`src/rtl/xfer_pkg.sv`:
```
package xfer_pkg;
  localparam int unsigned NFLAG = 4;  // 0 end, 1 int-bus err, 2 pcie err, 3 abort

  localparam int unsigned OFF_PA_LO = 'h00;
  localparam int unsigned OFF_PA_HI = 'h04;
  localparam int unsigned OFF_IA    = 'h08;
  localparam int unsigned OFF_CNT   = 'h10;
  localparam int unsigned OFF_CTRL  = 'h28;
  localparam int unsigned OFF_STAT  = 'h2C;

  localparam int unsigned GLB_EN_B  = 31;
  localparam int unsigned GLB_ACT_B = 16;
  localparam int unsigned CTL_GO_B  = 31;
  localparam int unsigned CTL_DIR_B = 30;

  function automatic int unsigned flag_pos(input int unsigned k);
    case (k)
      0:       return 0;
      1:       return 9;
      2:       return 11;
      default: return 12;
    endcase
  endfunction

  function automatic int unsigned en_pos(input int unsigned k);
    case (k)
      0:       return 3;
      1:       return 25;
      2:       return 27;
      default: return 28;
    endcase
  endfunction
endpackage

```
`src/rtl/xfer_size_chk.sv`:
```
module xfer_size_chk #(
  parameter int unsigned BEAT_BYTES = 8,
  parameter logic [31:0] MAX_CNT    = 32'h07FF_FFFF
) (
  input  logic [31:0] cnt_i,
  output logic        ok_o
);
  localparam int unsigned SH = $clog2(BEAT_BYTES);

  logic aligned;
  generate
    if (SH == 0) begin : g_any
      assign aligned = 1'b1;
    end else begin : g_mask
      assign aligned = (cnt_i[SH-1:0] == '0);
    end
  endgenerate

  assign ok_o = aligned && (cnt_i <= MAX_CNT);
endmodule

```
`src/rtl/xfer_engine.sv`:
```
module xfer_engine #(
  parameter int unsigned BEAT_BYTES = 8
) (
  input  logic        clk_i,
  input  logic        rst_ni,
  input  logic        en_i,
  input  logic        go_i,
  input  logic        size_ok_i,
  input  logic        wr_pa_lo_i,
  input  logic        wr_pa_hi_i,
  input  logic        wr_ia_i,
  input  logic        wr_cnt_i,
  input  logic [31:0] wdata_i,
  input  logic        ready_i,
  input  logic        pcie_err_i,
  input  logic        int_err_i,
  output logic        active_o,
  output logic [63:0] pa_o,
  output logic [31:0] ia_o,
  output logic [31:0] cnt_o,
  output logic [xfer_pkg::NFLAG-1:0] ev_o,
  output logic        stop_o
);
  localparam logic [31:0] STEP   = 32'(BEAT_BYTES);
  localparam logic [63:0] STEP64 = 64'(BEAT_BYTES);

  logic        active_q;
  logic [63:0] pa_q;
  logic [31:0] ia_q, cnt_q;
  logic        launch, bad_launch, err, halt, beat, last;

  always_comb begin
    launch     = !active_q && en_i && go_i && (cnt_q != '0);
    bad_launch = launch && !size_ok_i;
    err        = active_q && (pcie_err_i || int_err_i);
    halt       = active_q && !err && !(en_i && go_i);
    beat       = active_q && !err && !halt && ready_i;
    last       = beat && (cnt_q == STEP);
    ev_o[0]    = last;
    ev_o[1]    = active_q && int_err_i;
    ev_o[2]    = active_q && pcie_err_i;
    ev_o[3]    = halt || bad_launch;
    stop_o     = err || halt || last || bad_launch;
  end

  always_ff @(posedge clk_i or negedge rst_ni) begin
    if (!rst_ni) begin
      active_q <= 1'b0;
    end else if (launch && size_ok_i) begin
      active_q <= 1'b1;
    end else if (err || halt || last) begin
      active_q <= 1'b0;
    end
  end

  // software loads only while idle; beats advance the live copies
  always_ff @(posedge clk_i or negedge rst_ni) begin
    if (!rst_ni) begin
      pa_q  <= '0;
      ia_q  <= '0;
      cnt_q <= '0;
    end else if (beat) begin
      pa_q  <= pa_q + STEP64;
      ia_q  <= ia_q + STEP;
      cnt_q <= cnt_q - STEP;
    end else if (!active_q) begin
      if (wr_pa_lo_i) pa_q[31:0]  <= wdata_i;
      if (wr_pa_hi_i) pa_q[63:32] <= wdata_i;
      if (wr_ia_i)    ia_q        <= wdata_i;
      if (wr_cnt_i)   cnt_q       <= wdata_i;
    end
  end

  assign active_o = active_q;
  assign pa_o     = pa_q;
  assign ia_o     = ia_q;
  assign cnt_o    = cnt_q;
endmodule

```
`src/rtl/xfer_status.sv`:
```
module xfer_status
  import xfer_pkg::*;
(
  input  logic             clk_i,
  input  logic             rst_ni,
  input  logic             we_i,
  input  logic [NFLAG-1:0] wr_flags_i,
  input  logic [NFLAG-1:0] wr_ens_i,
  input  logic [NFLAG-1:0] ev_i,
  output logic [NFLAG-1:0] flags_o,
  output logic [NFLAG-1:0] ens_o,
  output logic             irq_o
);
  logic [NFLAG-1:0] flag_q, en_q;

  generate
    for (genvar k = 0; k < NFLAG; k++) begin : g_flag
      always_ff @(posedge clk_i or negedge rst_ni) begin
        if (!rst_ni) begin
          flag_q[k] <= 1'b0;
          en_q[k]   <= 1'b0;
        end else begin
          // a new event beats a same-cycle clear
          if (ev_i[k])                       flag_q[k] <= 1'b1;
          else if (we_i && wr_flags_i[k])    flag_q[k] <= 1'b0;
          if (we_i)                          en_q[k]   <= wr_ens_i[k];
        end
      end
    end
  endgenerate

  assign flags_o = flag_q;
  assign ens_o   = en_q;
  assign irq_o   = |(flag_q & en_q);
endmodule

```
`src/rtl/xfer_chan_ctl.sv`:
```
module xfer_chan_ctl
  import xfer_pkg::*;
#(
  parameter int unsigned ADDR_W     = 16,
  parameter int unsigned CH_BASE    = 'h100,
  parameter int unsigned BEAT_BYTES = 8,
  parameter logic [31:0] MAX_CNT    = 32'h07FF_FFFF
) (
  input  logic              clk_i,
  input  logic              rst_ni,
  input  logic              reg_we_i,
  input  logic [ADDR_W-1:0] reg_addr_i,
  input  logic [31:0]       reg_wdata_i,
  output logic [31:0]       reg_rdata_o,
  output logic              beat_valid_o,
  input  logic              beat_ready_i,
  output logic              beat_dir_o,
  output logic [63:0]       beat_pcie_addr_o,
  output logic [31:0]       beat_int_addr_o,
  input  logic              pcie_err_i,
  input  logic              int_err_i,
  output logic              irq_o
);
  localparam logic [ADDR_W-1:0] A_GLB   = '0;
  localparam logic [ADDR_W-1:0] A_PA_LO = ADDR_W'(CH_BASE + OFF_PA_LO);
  localparam logic [ADDR_W-1:0] A_PA_HI = ADDR_W'(CH_BASE + OFF_PA_HI);
  localparam logic [ADDR_W-1:0] A_IA    = ADDR_W'(CH_BASE + OFF_IA);
  localparam logic [ADDR_W-1:0] A_CNT   = ADDR_W'(CH_BASE + OFF_CNT);
  localparam logic [ADDR_W-1:0] A_CTRL  = ADDR_W'(CH_BASE + OFF_CTRL);
  localparam logic [ADDR_W-1:0] A_STAT  = ADDR_W'(CH_BASE + OFF_STAT);

  logic             en_q, go_q, dir_q;
  logic             active, stop, size_ok;
  logic [63:0]      pa;
  logic [31:0]      ia, cnt;
  logic [NFLAG-1:0] ev, flags, ens, wr_flags, wr_ens;
  logic [31:0]      stat_word;
  logic             we_glb, we_ctrl, we_stat;

  assign we_glb  = reg_we_i && (reg_addr_i == A_GLB);
  assign we_ctrl = reg_we_i && (reg_addr_i == A_CTRL);
  assign we_stat = reg_we_i && (reg_addr_i == A_STAT);

  always_ff @(posedge clk_i or negedge rst_ni) begin
    if (!rst_ni) begin
      en_q  <= 1'b0;
      go_q  <= 1'b0;
      dir_q <= 1'b0;
    end else begin
      if (we_glb) en_q <= reg_wdata_i[GLB_EN_B];
      if (we_ctrl) begin
        go_q  <= reg_wdata_i[CTL_GO_B];
        dir_q <= reg_wdata_i[CTL_DIR_B];
      end else if (stop) begin
        go_q  <= 1'b0;
      end
    end
  end

  xfer_size_chk #(.BEAT_BYTES(BEAT_BYTES), .MAX_CNT(MAX_CNT)) i_size_chk (
    .cnt_i (cnt),
    .ok_o  (size_ok)
  );

  xfer_engine #(.BEAT_BYTES(BEAT_BYTES)) i_engine (
    .clk_i      (clk_i),
    .rst_ni     (rst_ni),
    .en_i       (en_q),
    .go_i       (go_q),
    .size_ok_i  (size_ok),
    .wr_pa_lo_i (reg_we_i && (reg_addr_i == A_PA_LO)),
    .wr_pa_hi_i (reg_we_i && (reg_addr_i == A_PA_HI)),
    .wr_ia_i    (reg_we_i && (reg_addr_i == A_IA)),
    .wr_cnt_i   (reg_we_i && (reg_addr_i == A_CNT)),
    .wdata_i    (reg_wdata_i),
    .ready_i    (beat_ready_i),
    .pcie_err_i (pcie_err_i),
    .int_err_i  (int_err_i),
    .active_o   (active),
    .pa_o       (pa),
    .ia_o       (ia),
    .cnt_o      (cnt),
    .ev_o       (ev),
    .stop_o     (stop)
  );

  always_comb begin
    stat_word = '0;
    wr_flags  = '0;
    wr_ens    = '0;
    for (int unsigned k = 0; k < NFLAG; k++) begin
      stat_word[flag_pos(k)] = flags[k];
      stat_word[en_pos(k)]   = ens[k];
      wr_flags[k]            = reg_wdata_i[flag_pos(k)];
      wr_ens[k]              = reg_wdata_i[en_pos(k)];
    end
  end

  xfer_status i_status (
    .clk_i      (clk_i),
    .rst_ni     (rst_ni),
    .we_i       (we_stat),
    .wr_flags_i (wr_flags),
    .wr_ens_i   (wr_ens),
    .ev_i       (ev),
    .flags_o    (flags),
    .ens_o      (ens),
    .irq_o      (irq_o)
  );

  always_comb begin
    reg_rdata_o = '0;
    case (reg_addr_i)
      A_GLB: begin
        reg_rdata_o[GLB_EN_B]  = en_q;
        reg_rdata_o[GLB_ACT_B] = active;
      end
      A_PA_LO: reg_rdata_o = pa[31:0];
      A_PA_HI: reg_rdata_o = pa[63:32];
      A_IA:    reg_rdata_o = ia;
      A_CNT:   reg_rdata_o = cnt;
      A_CTRL: begin
        reg_rdata_o[CTL_GO_B]  = go_q;
        reg_rdata_o[CTL_DIR_B] = dir_q;
      end
      A_STAT:  reg_rdata_o = stat_word;
      default: reg_rdata_o = '0;
    endcase
  end

  assign beat_valid_o     = active;
  assign beat_dir_o       = dir_q;
  assign beat_pcie_addr_o = pa;
  assign beat_int_addr_o  = ia;
endmodule

```
`config.mk`:
```
export PLATFORM = sky130hd
export DESIGN_NAME = xfer_chan_ctl
export DESIGN_NICKNAME = d
export VERILOG_FILES = /design/src/rtl/xfer_pkg.sv /design/src/rtl/xfer_size_chk.sv /design/src/rtl/xfer_engine.sv /design/src/rtl/xfer_status.sv /design/src/rtl/xfer_chan_ctl.sv
export SDC_FILE = /design/constraint.sdc
export NUM_CORES = 1
export LEC_CHECK = 0
export BUFFER_PORTS_ARGS = -buffer_cell sky130_fd_sc_hd__clkbuf_2
export CAP_MARGIN = 20
export CORE_ASPECT_RATIO = 2
export CORE_MARGIN = 2
export CORE_UTILIZATION = 30
export DETAILED_ROUTE_END_ITERATION = 6
export HOLD_SLACK_MARGIN = 0.03
export SLEW_MARGIN = 20
export SYNTH_ARGS = -nofsm -noshare
export SYNTH_HDL_FRONTEND = slang
export SYNTH_HIERARCHICAL = 1
export SYNTH_SLANG_ARGS = --single-unit
```
`constraint.sdc`:
```
create_clock -name clk_i -period 2.61 [get_ports clk_i]
set_input_delay 0 -clock clk_i [delete_from_list [all_inputs] [get_ports clk_i]]
set_output_delay 0 -clock clk_i [all_outputs]
set_load 0.1 [all_outputs]
```
[After elaboration in Yosys (flattened, before gate mapping)]
Index checks and enable logic that the tools add are counted.
Word-level totals
  register bits: 140
Operators by class
  eq/ne operators: 8
  add/subtract/negate cells: 3
  multiplexer cells: 27
  bitwise operators: 1
  reductions and logical operators: 54
  magnitude comparators: 1
Operator list (number)
  2-to-1 mux 32 bit: 8
  2-to-1 mux 64 bit: 2
  == test 16 x 9 -> 1 bit (second input constant): 6
  one-hot mux 16 bit (5 select lines): 1
  one-hot mux 13 bit (5 select lines): 1
  adder 64 x 4 -> 64 bit (second input constant): 1
  adder 32 x 4 -> 32 bit (second input constant): 1
  == test 32 x 4 -> 1 bit (second input constant): 1
  <= comparator 32 x 27 -> 1 bit (second input constant): 1
  nonzero test 32 bit: 1
  subtractor 32 x 4 -> 32 bit (second input constant): 1
  logical AND 1 bit: 26
  nonzero test 2 bit: 10
  zero test 16 bit: 1
  2-to-1 mux 1 bit: 12
  one-hot mux 1 bit (5 select lines): 2
  AND reduction 2 bit: 4
  one-hot mux 1 bit (6 select lines): 1
  zero test 1 bit: 5
  logical OR 1 bit: 5
  AND 4 bit: 1
  OR reduction 4 bit: 1
  zero test 3 bit: 1
  inequality test 2 bit (second input constant): 1

[Depth between registers and ports, before layout]
Gate-level depths: netlist (run 1).
  word-level depth: 13
  gate-level depth with buffers: 13
  mapped depth without buffers: 9

[By module]
Netlist (run 1), hierarchy kept.
Modules (own cells, without submodules)
  xfer_engine: instances 1, area each 7840.0 um2, seq. area each 3228.1 um2, cells each 920
  xfer_chan_ctl: instances 1, area each 1390.1 um2, seq. area each 75.1 um2, cells each 163
  xfer_status: instances 1, area each 335.3 um2, seq. area each 200.2 um2, cells each 24
  xfer_size_chk: instances 1, area each 18.8 um2, seq. area each 0.0 um2, cells each 3

[Worst setup path after synthesis (run 1)]
Ideal clock, no wire load.
  path kind: register to register
  start point: register i_engine.pa_q[30], in the netlist i_engine/pa_o[30]
  end point: register i_engine.pa_q[59], in the netlist i_engine/pa_o[59]
  stages on the path, launching flop included: 6
  setup time: 0.166 ns
  required time: 2.444 ns
  setup slack: -0.356 ns
  clock period less this slack: 2.966 ns
  arrival: 2.799 ns
  path through: dfrtp_1 nand3_2 or4_4 or4_4 o311ai_0 o211ai_1
Between the ends
  longest elaborated chain between the ends: 2
RTL lines
  start: declaration: RTL line xfer_engine.sv:28  | logic [63:0] pa_q;
  start signal: assignment: RTL line xfer_engine.sv:63  | pa_q <= pa_q + STEP64;
  start signal: assignment: RTL line xfer_engine.sv:67  | if (wr_pa_lo_i) pa_q[31:0] <= wdata_i;
  adder 64 x 4 -> 64 bit: RTL line xfer_engine.sv:63
  2-to-1 mux 64 bit: RTL line xfer_engine.sv:62  | end else if (beat) begin
No other way between the ends.
A chain may end at the register's enable or synchronous reset.

[Worst setup path after layout (run 1)]
  start point: input reg_addr_i[7]
  end point: output reg_rdata_o[15]
Between the ends
  longest elaborated chain between the ends: 2
  elaborated cells between the ends (all ways): 6
  those cells by class: 5 x eq/ne; 1 x mux
RTL lines
  start: declaration: RTL line xfer_chan_ctl.sv:12  | input logic [ADDR_W-1:0] reg_addr_i,
  == test 16 x 9 -> 1 bit (on tied branches)
  one-hot mux 16 bit (5 select lines) (*): RTL line xfer_chan_ctl.sv:113  | case (reg_addr_i)
  end: declaration: RTL line xfer_chan_ctl.sv:14  | output logic [31:0] reg_rdata_o,
Mark *: on every way between the ends. The rest lies on a longest branch, timed or not.

==> results.md, run 1 <==
* Adder-cell share of the synthesized area at 0.392%
* Critical Path Source: reg_addr_i[7]
* Die area at 0.0335 mm2
* Fin. Hold Viols at 0
* Cells on Worst Hold Path at 3
* Worst Reg-to-Reg Cells at 7
* Worst-Margin Slew at 0.959 ns
* Hold path start: reg_wdata_i[3]
* LEAKAGE at 5.82 nW
* Gr ovfl total at 0
* Vias in the first global route at 11176
* Core box area at 0.0315 mm2
* YS warnings at 6
* Clock sinks at 140
* Die X at 130 um
* Final core occ at 42.4%
* PwrDens at 375 mW/mm2
* Starting Density at 30.4%
* First-pass iteration count of the detailed router at 5
* Buffers on Ports at 184
* Post-synthesis mux area share at 5.30%
* Num rows at 92
* Crit path time final at 2.52 ns
* Clock tree buffer depth at 2
* Total inserted antenna cells at 0
* Reg-to-reg critical path startpoint: i_engine/cnt_o[22]
* First-pass GRT wire length at 73800 um
* Initial antenna violation count at 0
* Status: finished clean
* Setup Skew at 0.0147 ns
* Vias per inst at 6.24
* CTS tree: built
* Syn Std Cell Area at 0.00958 mm2
* Setup CP Type: primary input to primary output
* Largest net degree at the start of global routing at 63
* H-tree depth at 4
* CP endpoint kind: primary output
* Period utilization at 96.5%
* TritonCTS Buffers at 17
* FF+latch count, synth at 140
* Xor/xnor cell area share of the yosys netlist at 0.366%
* HPWL after detailed placement at 39400 um
* Max_cap viols at 0
* Sequential area share after synthesis at 36.6%
* Worst EP arrival at 2.52 ns
* Complex-gate fraction of the synthesized area at 24.4%
* Via Count at 11541
* Ratio of cells with drive above 1 in the final layout at 32.5%
* Tot GR Track Use at 30.4%
* Count of flip-flops with a built-in enable after synthesis at 0
* Die Y at 257 um
* Synth Area in Simple Gates at 28.6%
* Synth async-reset ratio at 100%
* Routed wire per std cell at 27.7 um
* Synth-to-layout area growth at 39.5%
* Yosys cell types at 80
* Maximum clock frequency at 0.397 GHz
* Post-route ant nets at 0
* Worst vdd ir at 421 uV
* Post-CTS setup buffers at 0
* Clock slew at reported path FFs at 0.06 ns
* HP Class: primary input to flop
* Final nets at 1470
* Starting DRC count in detailed routing at 998
* Crit-path max FO at 15
* Post-Route WL at 51200 um
* Max_slew headroom at 35.8%
* Mapped Nets at 1167
* Clock Latency Late Sink at 0.46 ns
* DRC at 0
* Gp weighted congestion at 1.08
* Prevailing post-synth register cell: dfrtp_1
* Worst Path Required at 2.61 ns
* Fin. max-slew vios at 0
* Element type at the critical path start: primary input
* Setup violators final at 0
* CTS root buf: clkbuf_16
* Power Total at 5.02 mW
* Avg Inst Size Synth at 8.63 um2
* Largest family of logic cells by synthesized area: simple AND/OR/NAND/NOR gates
* Io pins at 185
* Syn Inst Count at 1110
[Yosys cell counts (3+ instances only)]
cell,instances,area (um2)
a211oi_1,24,180
a21o_1,11,82.6
a21oi_1,22,110
a221o_1,12,120
a221oi_1,4,35.0
a22o_1,5,43.8
a22o_2,17,170
a22oi_1,28,210
a311oi_1,14,123
a31oi_1,4,25.0
a41oi_1,3,26.3
and2_1,8,50.1
and3_1,27,169
and4_1,5,43.8
buf_1,8,30.0
buf_2,8,40.0
clkbuf_1,47,176
dfrtp_1,140,3500
ha_1,3,37.5
inv_1,19,71.3
mux2_2,14,158
mux2_4,4,60.1
mux2i_1,29,290
nand2_1,150,563
nand2b_1,4,25.0
nand3_1,53,265
nand4_1,46,288
nor2_1,84,315
nor2b_1,6,37.5
nor3_1,36,180
nor3b_1,8,60.1
nor4_1,26,163
nor4_4,3,63.8
o211ai_1,40,300
o21ai_0,30,150
o21bai_1,3,22.5
o22ai_1,19,119
o2bb2ai_1,24,210
o311ai_0,28,245
or2_2,5,31.3
or3_1,17,106
or4_1,18,135
or4_4,5,56.3
xor2_1,3,26.3
[per-layer routing]
metal  part of all wire [%]  GRT usage [%]  vias to the layer above
met5                      0              0                        -
met4                     10           26.0                        0
met3                    7.6           4.92                      224
met2                     47           48.8                      735
met1                     35           34.4                     5615
li1                       -              -                     4967
[state kept, by name, summed over array words and instances, names as in the netlist]
signal             flops
i_status/flags_o       4
go_q                   1
i_engine/active_o      1
i_status/ens_o         4
beat_dir_o             1
i_engine/cnt_o        32
i_engine/pa_o         64
en_q                   1
i_engine/ia_o         32
[through the flow]
stage	TNS [ns]	setup WS, ns	cell area (um2)	hold WS, ns	instances
final	0	0.0907	13400	0.0760	1849
after global routing	-0.00418	-0.00418	13400	0.0525	1849
after CTS	0	0.0347	13300	0.0421	1849
after detailed placement	0	0.0501	12300	0.0401	1779
after global placement	0	0.0447	12300	0.0352	1779
after floorplan	-0.720	-0.180	9670	-0.296	1110
[power by group]
group          total (mW)  internal [mW]  switching (mW)
Sequential           2.17           2.17         0.00162
Combinational       0.285         0.0891           0.196
Clock                2.56           1.49            1.07
[repair_timing]
| item | 4_1_cts | 5_1_grt |
|---|---|---|
| hold buffers | 38 | 0 |
| gates resized for setup | 0 | 9 |
| setup endpoints to repair | 0 | 15 |
| endpoints found under the hold margin | 180 | 0 |
[path summary, 6_finish.rpt]
check | slack (ns) | end
hold reg to reg | 0.51 | i_status/flags_o[0]
hold / removal | 0.08 | i_engine/cnt_o[3]
setup / recovery | 0.09 | reg_rdata_o[15]
min in group asynchronous | 0.09 | i_engine/pa_o[24]
setup reg to reg | 0.09 | go_q
max in group asynchronous | 1.62 | i_engine/cnt_o[15]
[critical path, stage by stage]
cell and delay [ns]:
dlygate4sd3_1 0.53, clkbuf_2 0.13, nor3b_1 0.40, nand2_2 0.27
buf_4 0.29, o2bb2ai_1 0.41, a22o_1 0.28, buf_12 0.19
[cell families after synthesis]
logic type,Yosys count
simple gates,519
compound gates,306
flops,140
buf+inv,91
mux,47
xor+xnor,4
fa+ha+maj,3
[layout make-up]
type / count / area, um2
flip-flops and latches: 140 / 3540
repair buffers: 356 / 2860
clock buffers: 21 / 470
well taps: 423 / 529
multi-input cells: 879 / 5770
inverters: 19 / 71.3
clock inverters: 11 / 131
fillers: 3182 / 18200
[cells in the final DEF, fill, tap and decap left out, types with 19 or more instances in the layout]
| cell type | Yosys | layout |
|---|---|---|
| o2bb2ai_1 | 24 | 23 |
| buf_4 | 2 | 129 |
| a211oi_1 | 24 | 24 |
| nor4_1 | 26 | 26 |
| o21ai_0 | 30 | 30 |
| mux2i_1 | 29 | 29 |
| dfrtp_2 | 0 | 33 |
| nand4_1 | 46 | 46 |
| nor2_1 | 84 | 83 |
| dlygate4sd3_1 | 0 | 38 |
| a21oi_1 | 22 | 22 |
| dfrtp_1 | 140 | 107 |
| inv_1 | 19 | 19 |
| o211ai_1 | 40 | 40 |
| a22oi_1 | 28 | 28 |
| buf_12 | 0 | 37 |
| and3_1 | 27 | 27 |
| nand2_1 | 150 | 148 |
| nand3_1 | 53 | 53 |
| o311ai_0 | 28 | 27 |
| nor3_1 | 36 | 33 |
| clkbuf_2 | 1 | 151 |
Power figures use the tool's default switching activity.
==> inputs of run 2 (changes only) <==
--- a/config.mk
+++ b/config.mk
@@ -7,11 +7,14 @@
 export LEC_CHECK = 0
 export BUFFER_PORTS_ARGS = -buffer_cell sky130_fd_sc_hd__clkbuf_2
 export CAP_MARGIN = 20
+export CELL_PAD_IN_SITES_DETAIL_PLACEMENT = 1
+export CELL_PAD_IN_SITES_GLOBAL_PLACEMENT = 1
 export CORE_ASPECT_RATIO = 2
 export CORE_MARGIN = 2
-export CORE_UTILIZATION = 30
+export CORE_UTILIZATION = 38
 export DETAILED_ROUTE_END_ITERATION = 6
 export HOLD_SLACK_MARGIN = 0.03
+export PLACE_DENSITY_LB_ADDON = 0.1
 export SLEW_MARGIN = 20
 export SYNTH_ARGS = -nofsm -noshare
 export SYNTH_HDL_FRONTEND = slang
==> run 2 against run 1 <==
Net effect: hold slack lost 0.030 ns; fmax grew 0.19%; sequential share of layout area about the same; critical path type is now flop to flop; highest routed layer unchanged.
==> results.md, run 2 (synthesized netlist as in run 1, its figures left out) <==
* Initial antenna violation count at 1 (+1)
* First-pass iteration count of the detailed router at 5 (unchanged)
* H-tree depth at 4 (unchanged)
* Gr ovfl total at 0 (unchanged)
* Die area at 0.0266 mm2 (-21%)
* Tot GR Track Use at 41.3% (+11 points)
* Routed wire per std cell at 30.6 um (+10%)
* CP endpoint kind: flop
* Maximum clock frequency at 0.398 GHz (+0.19%)
* Worst EP arrival at 2.85 ns (+0.33 ns)
* Die X at 116 um (-11%)
* Most common cell after layout, fill and taps aside: clkbuf_2
* Crit path time final at 2.51 ns (-0.00477 ns)
* CTS tree: built
* Die Y at 229 um (-11%)
* First-pass GRT wire length at 79200 um (+7.3%)
* Gp weighted congestion at 1.07 (-1.4%)
* HP Class: primary input to flop
* Reg-to-reg critical path startpoint: i_engine/cnt_o[22]
* Most frequent cells in the layout: clkbuf_2, nand2_1, buf_4
* Max FFs per register at 64 (unchanged)
* Num rows at 82 (-11%)
* Fin. Hold Viols at 0 (unchanged)
* Design area at 0.0134 mm2 (-0.10%)
* Crit-path max FO at 3 (-12)
* Vias per inst at 6.69 (+7.1%)
* Clock sinks at 140 (unchanged)
* Starting Density at 38.4% (+8.1 points)
* Max_cap viols at 0 (unchanged)
* Status: finished clean
* Final nets at 1468 (-0.14%)
* Setup Skew at 0.0122 ns (-0.00249 ns)
* Via Count at 11776 (+2.0%)
* Hold path start: reg_addr_i[7]
* Post-DP Area at 0.0123 mm2 (-0.33%)
* Post-route ant nets at 0 (unchanged)
* Worst Path Required at 2.95 ns (+0.34 ns)
* Worst R2R Setup Slack at 0.1 ns (about the same)
* Worst vdd ir at 374 uV (-11%)
* Starting DRC count in detailed routing at 959 (-3.9%)
* Worst-Margin Slew at 0.919 ns (-0.0403 ns)
* Post-route setup TNS at 0 ns (unchanged)
* TritonCTS Buffers at 17 (unchanged)
* LEAKAGE at 5.89 nW (+1.1%)
* Period utilization at 96.3% (-0.18 points)
* Element type at the critical path start: flop
* Ratio of cells with drive above 1 in the final layout at 32.4% (-0.072 points)
* Buffers on Ports at 184 (unchanged)
* Max_slew headroom at 38.8% (+2.9 points)
* RSZ-0062 raised after global routing: yes
* Clock tree buffer depth at 2 (unchanged)
* CTS root buf: clkbuf_16
* Fin. max-slew vios at 0 (unchanged)
* Largest net degree at the start of global routing at 83 (+32%)
* Cells after DPL at 1696 (-4.7%)
* Post-Route WL at 53900 um (+5.2%)
* Synth-to-layout area growth at 39.4%
* Critical Path Source: i_engine/cnt_o[22]
* Non-Filler Instances at 1761 (-4.8%)
* HPWL after detailed placement at 41000 um (+3.9%)
* Clock Latency Late Sink at 0.46 ns (about the same)
* Vias in the first global route at 12328 (+10%)
* PwrDens at 412 mW/mm2 (+9.7%)
* Setup WS post-layout at 0.0954 ns (+0.00477 ns)
* Setup violators final at 0 (unchanged)
* Clock slew at reported path FFs at 0.06 ns (about the same)
* Setup CP Type: flop to flop
* Place WS at 0.0401 ns (-0.0100 ns)
* Io pins at 185 (unchanged)
* DRC at 0 (unchanged)
* Core box area at 0.0249 mm2 (-21%)
==> run 2: report_power, final <==
part / switching (mW) / leakage [nW] / internal, mW / total [mW]
clock: 1.04 / 0.343 / 2.00 / 3.04
combinational: 0.205 / 3.70 / 0.0837 / 0.289
sequential: 0.00158 / 1.85 / 2.17 / 2.17
==> run 2: cell type report <==
class                           count  area (um2)
Tap cell                          336         420
Clock buffer                       19         443
Timing Repair Buffer              354        2860
Clock inverter                     12         267
Fill cell                        2967       11600
Inverter                           19        71.3
Antenna cell                        2        5.00
Multi-Input combinational cell    879        5740
Sequential cell                   140        3540
==> run 2: metal layers <==
layer / track usage, % / routed length [um]
met4: 33.3 / 5480
met1: 43.9 / 18400
met3: 8.54 / 3560
met2: 68.6 / 26400
met5: 0 / 0
==> run 2: repair_timing <==
action	CTS	global route
buffers inserted	0	0
hold buffers	32	0
hold endpoints to repair	173	0
gates resized for setup	0	5
endpoints found under the setup margin	0	3
==> run 2: final timing paths <==
path,endpoint,cells past startpoint
min in group asynchronous,i_engine/pa_o[59],2
min,en_q,4
max in group asynchronous,i_engine/pa_o[13],3
max reg2reg,go_q,7
min reg2reg,i_engine/ia_o[0],2
max,go_q,7
==> run 2: per-stage QoR <==
step	hold WS [ns]	util, %	power, mW
after global routing	0.0431	53.6	5.60
after CTS	0.0323	53.5	5.51
after detailed placement	0.106	49.4	2.46
after global placement	0.102	49.4	2.45
after floorplan	-0.296	-	2.26
final	0.0461	53.6	5.50
==> run 2: worst max-delay path, cell delays in order, from the launching register on <==
cell and delay [ns]:
dfrtp_1 0.37, or4_1 0.61, nor4_4 0.26, nand4_1 0.19
or4_1 0.56, nand3_1 0.10, nor2b_1 0.04, mux2_2 0.26
==> inputs of run 3 (changes only) <==
--- a/config.mk
+++ b/config.mk
@@ -15,6 +15,7 @@
 export DETAILED_ROUTE_END_ITERATION = 6
 export HOLD_SLACK_MARGIN = 0.03
 export PLACE_DENSITY_LB_ADDON = 0.1
+export RECOVER_POWER = 100
 export SLEW_MARGIN = 20
 export SYNTH_ARGS = -nofsm -noshare
 export SYNTH_HDL_FRONTEND = slang
==> run 3 against run 2 <==
Net effect: combinational power down 2%; non-clock buffer count is the same; design area shrank 4.3%; first-iteration DRC count is 11% lower; power down 0.18%; largest cell class unchanged; highest routed layer unchanged.
==> results.md, run 3 (synthesized netlist as in run 1, its figures left out) <==
* Register area at 0.00354 mm2 (unchanged)
* DRC at 0 (unchanged)
* Tot GR Track Use at 41.3% (unchanged)
* LEAKAGE at 5.42 nW (-8.0%)
* Num rows at 82 (unchanged)
* Worst stage delay on the critical path at 0.67 ns (+0.06 ns)
* Die X at 116 um (unchanged)
* Clock tree buffer depth at 2 (unchanged)
* Crit-path max FO at 5 (+2)
* Period utilization at 97.6% (+1.3 points)
* Crit path time final at 2.55 ns (+0.0326 ns)
* Max_slew headroom at 14.5% (-24 points)
* PwrDens at 430 mW/mm2 (+4.4%)
* Internal power at 4.25 mW (about the same)
* Starting DRC count in detailed routing at 854 (-11%)
* Starting Density at 38.4% (unchanged)
* Gate power share at 5.2% (about the same)
* Worst Path Required at 2.94 ns (about the same)
* Setup violators final at 0 (unchanged)
* Status: finished clean
* Buf+Inv Stages, Crit Path at 0 (unchanged)
* Sw Share at 22.6% (-0.071 points)
* Initial antenna violation count at 1 (unchanged)
* Crit-path cells: and3_1 > nand2_1 > or4_4 > or3_1 > o311ai_1
* Maximum clock frequency at 0.393 GHz (-1.3%)
* HP Class: primary input to flop
* Largest net degree at the start of global routing at 83 (unchanged)
* Slowest cell on crit path: or4_4
* Place WS at 0.0401 ns (unchanged)
* Ratio of cells with drive above 1 in the final layout at 23.9% (-8.5 points)
* Design area at 0.0128 mm2 (-4.3%)
* Worst EP arrival at 2.88 ns (+0.03 ns)
* RSZ-0062 raised after global routing: yes
* CP endpoint kind: flop
* Post-CTS setup buffers at 0 (unchanged)
* Io pins at 185 (unchanged)
* H-tree depth at 4 (unchanged)
* Final nets at 1468 (unchanged)
* Post-Route WL at 54100 um (+0.51%)
* Max_cap viols at 0 (unchanged)
* CTS tree: built
* Max FFs per register at 64 (unchanged)
* Vias in the first global route at 12328 (unchanged)
* Clock slew at reported path FFs at 0.06 ns (about the same)
* Clock sinks at 140 (unchanged)
* Post-DP Area at 0.0123 mm2 (unchanged)
* Worst vdd ir at 373 uV (-0.39%)
* CTS root buf: clkbuf_16
* Die area at 0.0266 mm2 (unchanged)
* Fin. Hold Viols at 0 (unchanged)
* HPWL after detailed placement at 41000 um (unchanged)
* Setup Skew at 0.0132 ns (+0.000970 ns)
* Most frequent cells in the layout: nand2_1, buf_4, clkbuf_1
* Footprint of the multi-input gates at 0.00567 mm2 (-1.2%)
* CP top delay family: simple AND/OR/NAND/NOR gates
* Via Count at 11734 (-0.36%)
* Sequential power share at 39.5% (about the same)
* Gr ovfl total at 0 (unchanged)
* Vias per inst at 6.67 (-0.30%)
* Die Y at 229 um (unchanged)
* Fin. max-slew vios at 0 (unchanged)
* Core box area at 0.0249 mm2 (unchanged)
* Net Switching at 1.24 mW (-0.50%)
* Clock Latency Late Sink at 0.46 ns (about the same)
* Most common cell after layout, fill and taps aside: nand2_1
* Post-route ant nets at 0 (unchanged)
* Gp weighted congestion at 1.07 (unchanged)
* TritonCTS Buffers at 17 (unchanged)
* Setup WS post-layout at 0.0628 ns (-0.0326 ns)
* Element type at the critical path start: flop
* Filler cells at 3058 (+3.1%)
* First-pass iteration count of the detailed router at 6 (+1)
* First-pass GRT wire length at 79200 um (unchanged)
* Worst-Margin Slew at 1.29 ns (+0.370 ns)
* Synth-to-layout area growth at 33.3%
* Setup CP Type: flop to flop
* Buffers on Ports at 184 (unchanged)
* Routed wire per std cell at 30.8 um (+0.57%)
* Power share of the clock group at 55.3% (about the same)
[run 3: repair_timing]
| item | 4_1_cts | 5_1_grt |
|---|---|---|
| endpoints found under the hold margin | 173 | 0 |
| hold buffers | 32 | 0 |
| endpoints found under the setup margin | 0 | 3 |
| gates resized for setup | 0 | 5 |
[run 3: per-layer routing]
| metal | vias up | track usage, % | wire, um |
|---|---|---|---|
| li1 | 4947 | - | - |
| met1 | 5884 | 43.9 | 18400 |
| met2 | 633 | 68.6 | 26600 |
| met3 | 270 | 8.54 | 3720 |
| met4 | 0 | 33.3 | 5480 |
| met5 | - | 0 | 0 |
[run 3: stage by stage]
| step | utilization [%] | std cells | power (mW) | setup TNS [ns] | hold slack, ns |
|---|---|---|---|---|---|
| 4_1_cts | 53.5 | 1759 | 5.51 | 0 | 0.0323 |
| 5_1_grt | 51.2 | 1759 | 5.60 | -0.00589 | 0.0513 |
| 3_5_place_dp | 49.4 | 1696 | 2.46 | 0 | 0.106 |
| 6_report | 51.2 | 1760 | 5.49 | 0 | 0.0496 |
| 2_1_floorplan | - | 1110 | 2.26 | -0.720 | -0.296 |
| 3_3_place_gp | 49.4 | 1696 | 2.45 | 0 | 0.102 |
[run 3: path summary, 6_finish.rpt]
check	start	to	slack, ns	depth (start not counted)
setup / recovery	en_q	i_engine/pa_o[28]	0.06	5
setup reg to reg	en_q	i_engine/pa_o[28]	0.06	5
hold / removal	reg_addr_i[7]	en_q	0.05	4
min in group asynchronous	rst_ni	i_engine/pa_o[59]	0.15	2
max in group asynchronous	rst_ni	i_engine/pa_o[13]	1.02	3
hold reg to reg	i_engine/ia_o[0]	i_engine/ia_o[0]	0.50	2
[run 3: power groups by stage]
stage                     clock network (mW)  logic [mW]  registers [mW]
after floorplan                            0      0.0383            2.22
after global placement                     0       0.243            2.21
after detailed placement                   0       0.244            2.21
after CTS                               3.06       0.281            2.17
after global routing                    3.13       0.292            2.17
final                                   3.04       0.283            2.17
[run 3: worst min-delay path: stages]
cell	delay, ns
clkbuf_2	0.10
nor4_1	0.10
nand4_1	0.12
mux2_2	0.15
[run 3: cell type report]
cell class	count	area share [%]
inverter	19	0.558
timing repair buffer	354	18.4
tap	336	3.29
clock inverter	12	2.09
sequential	140	27.7
clock buffer	19	3.47
multi-input combinational	879	44.4
antenna	1	0.0196
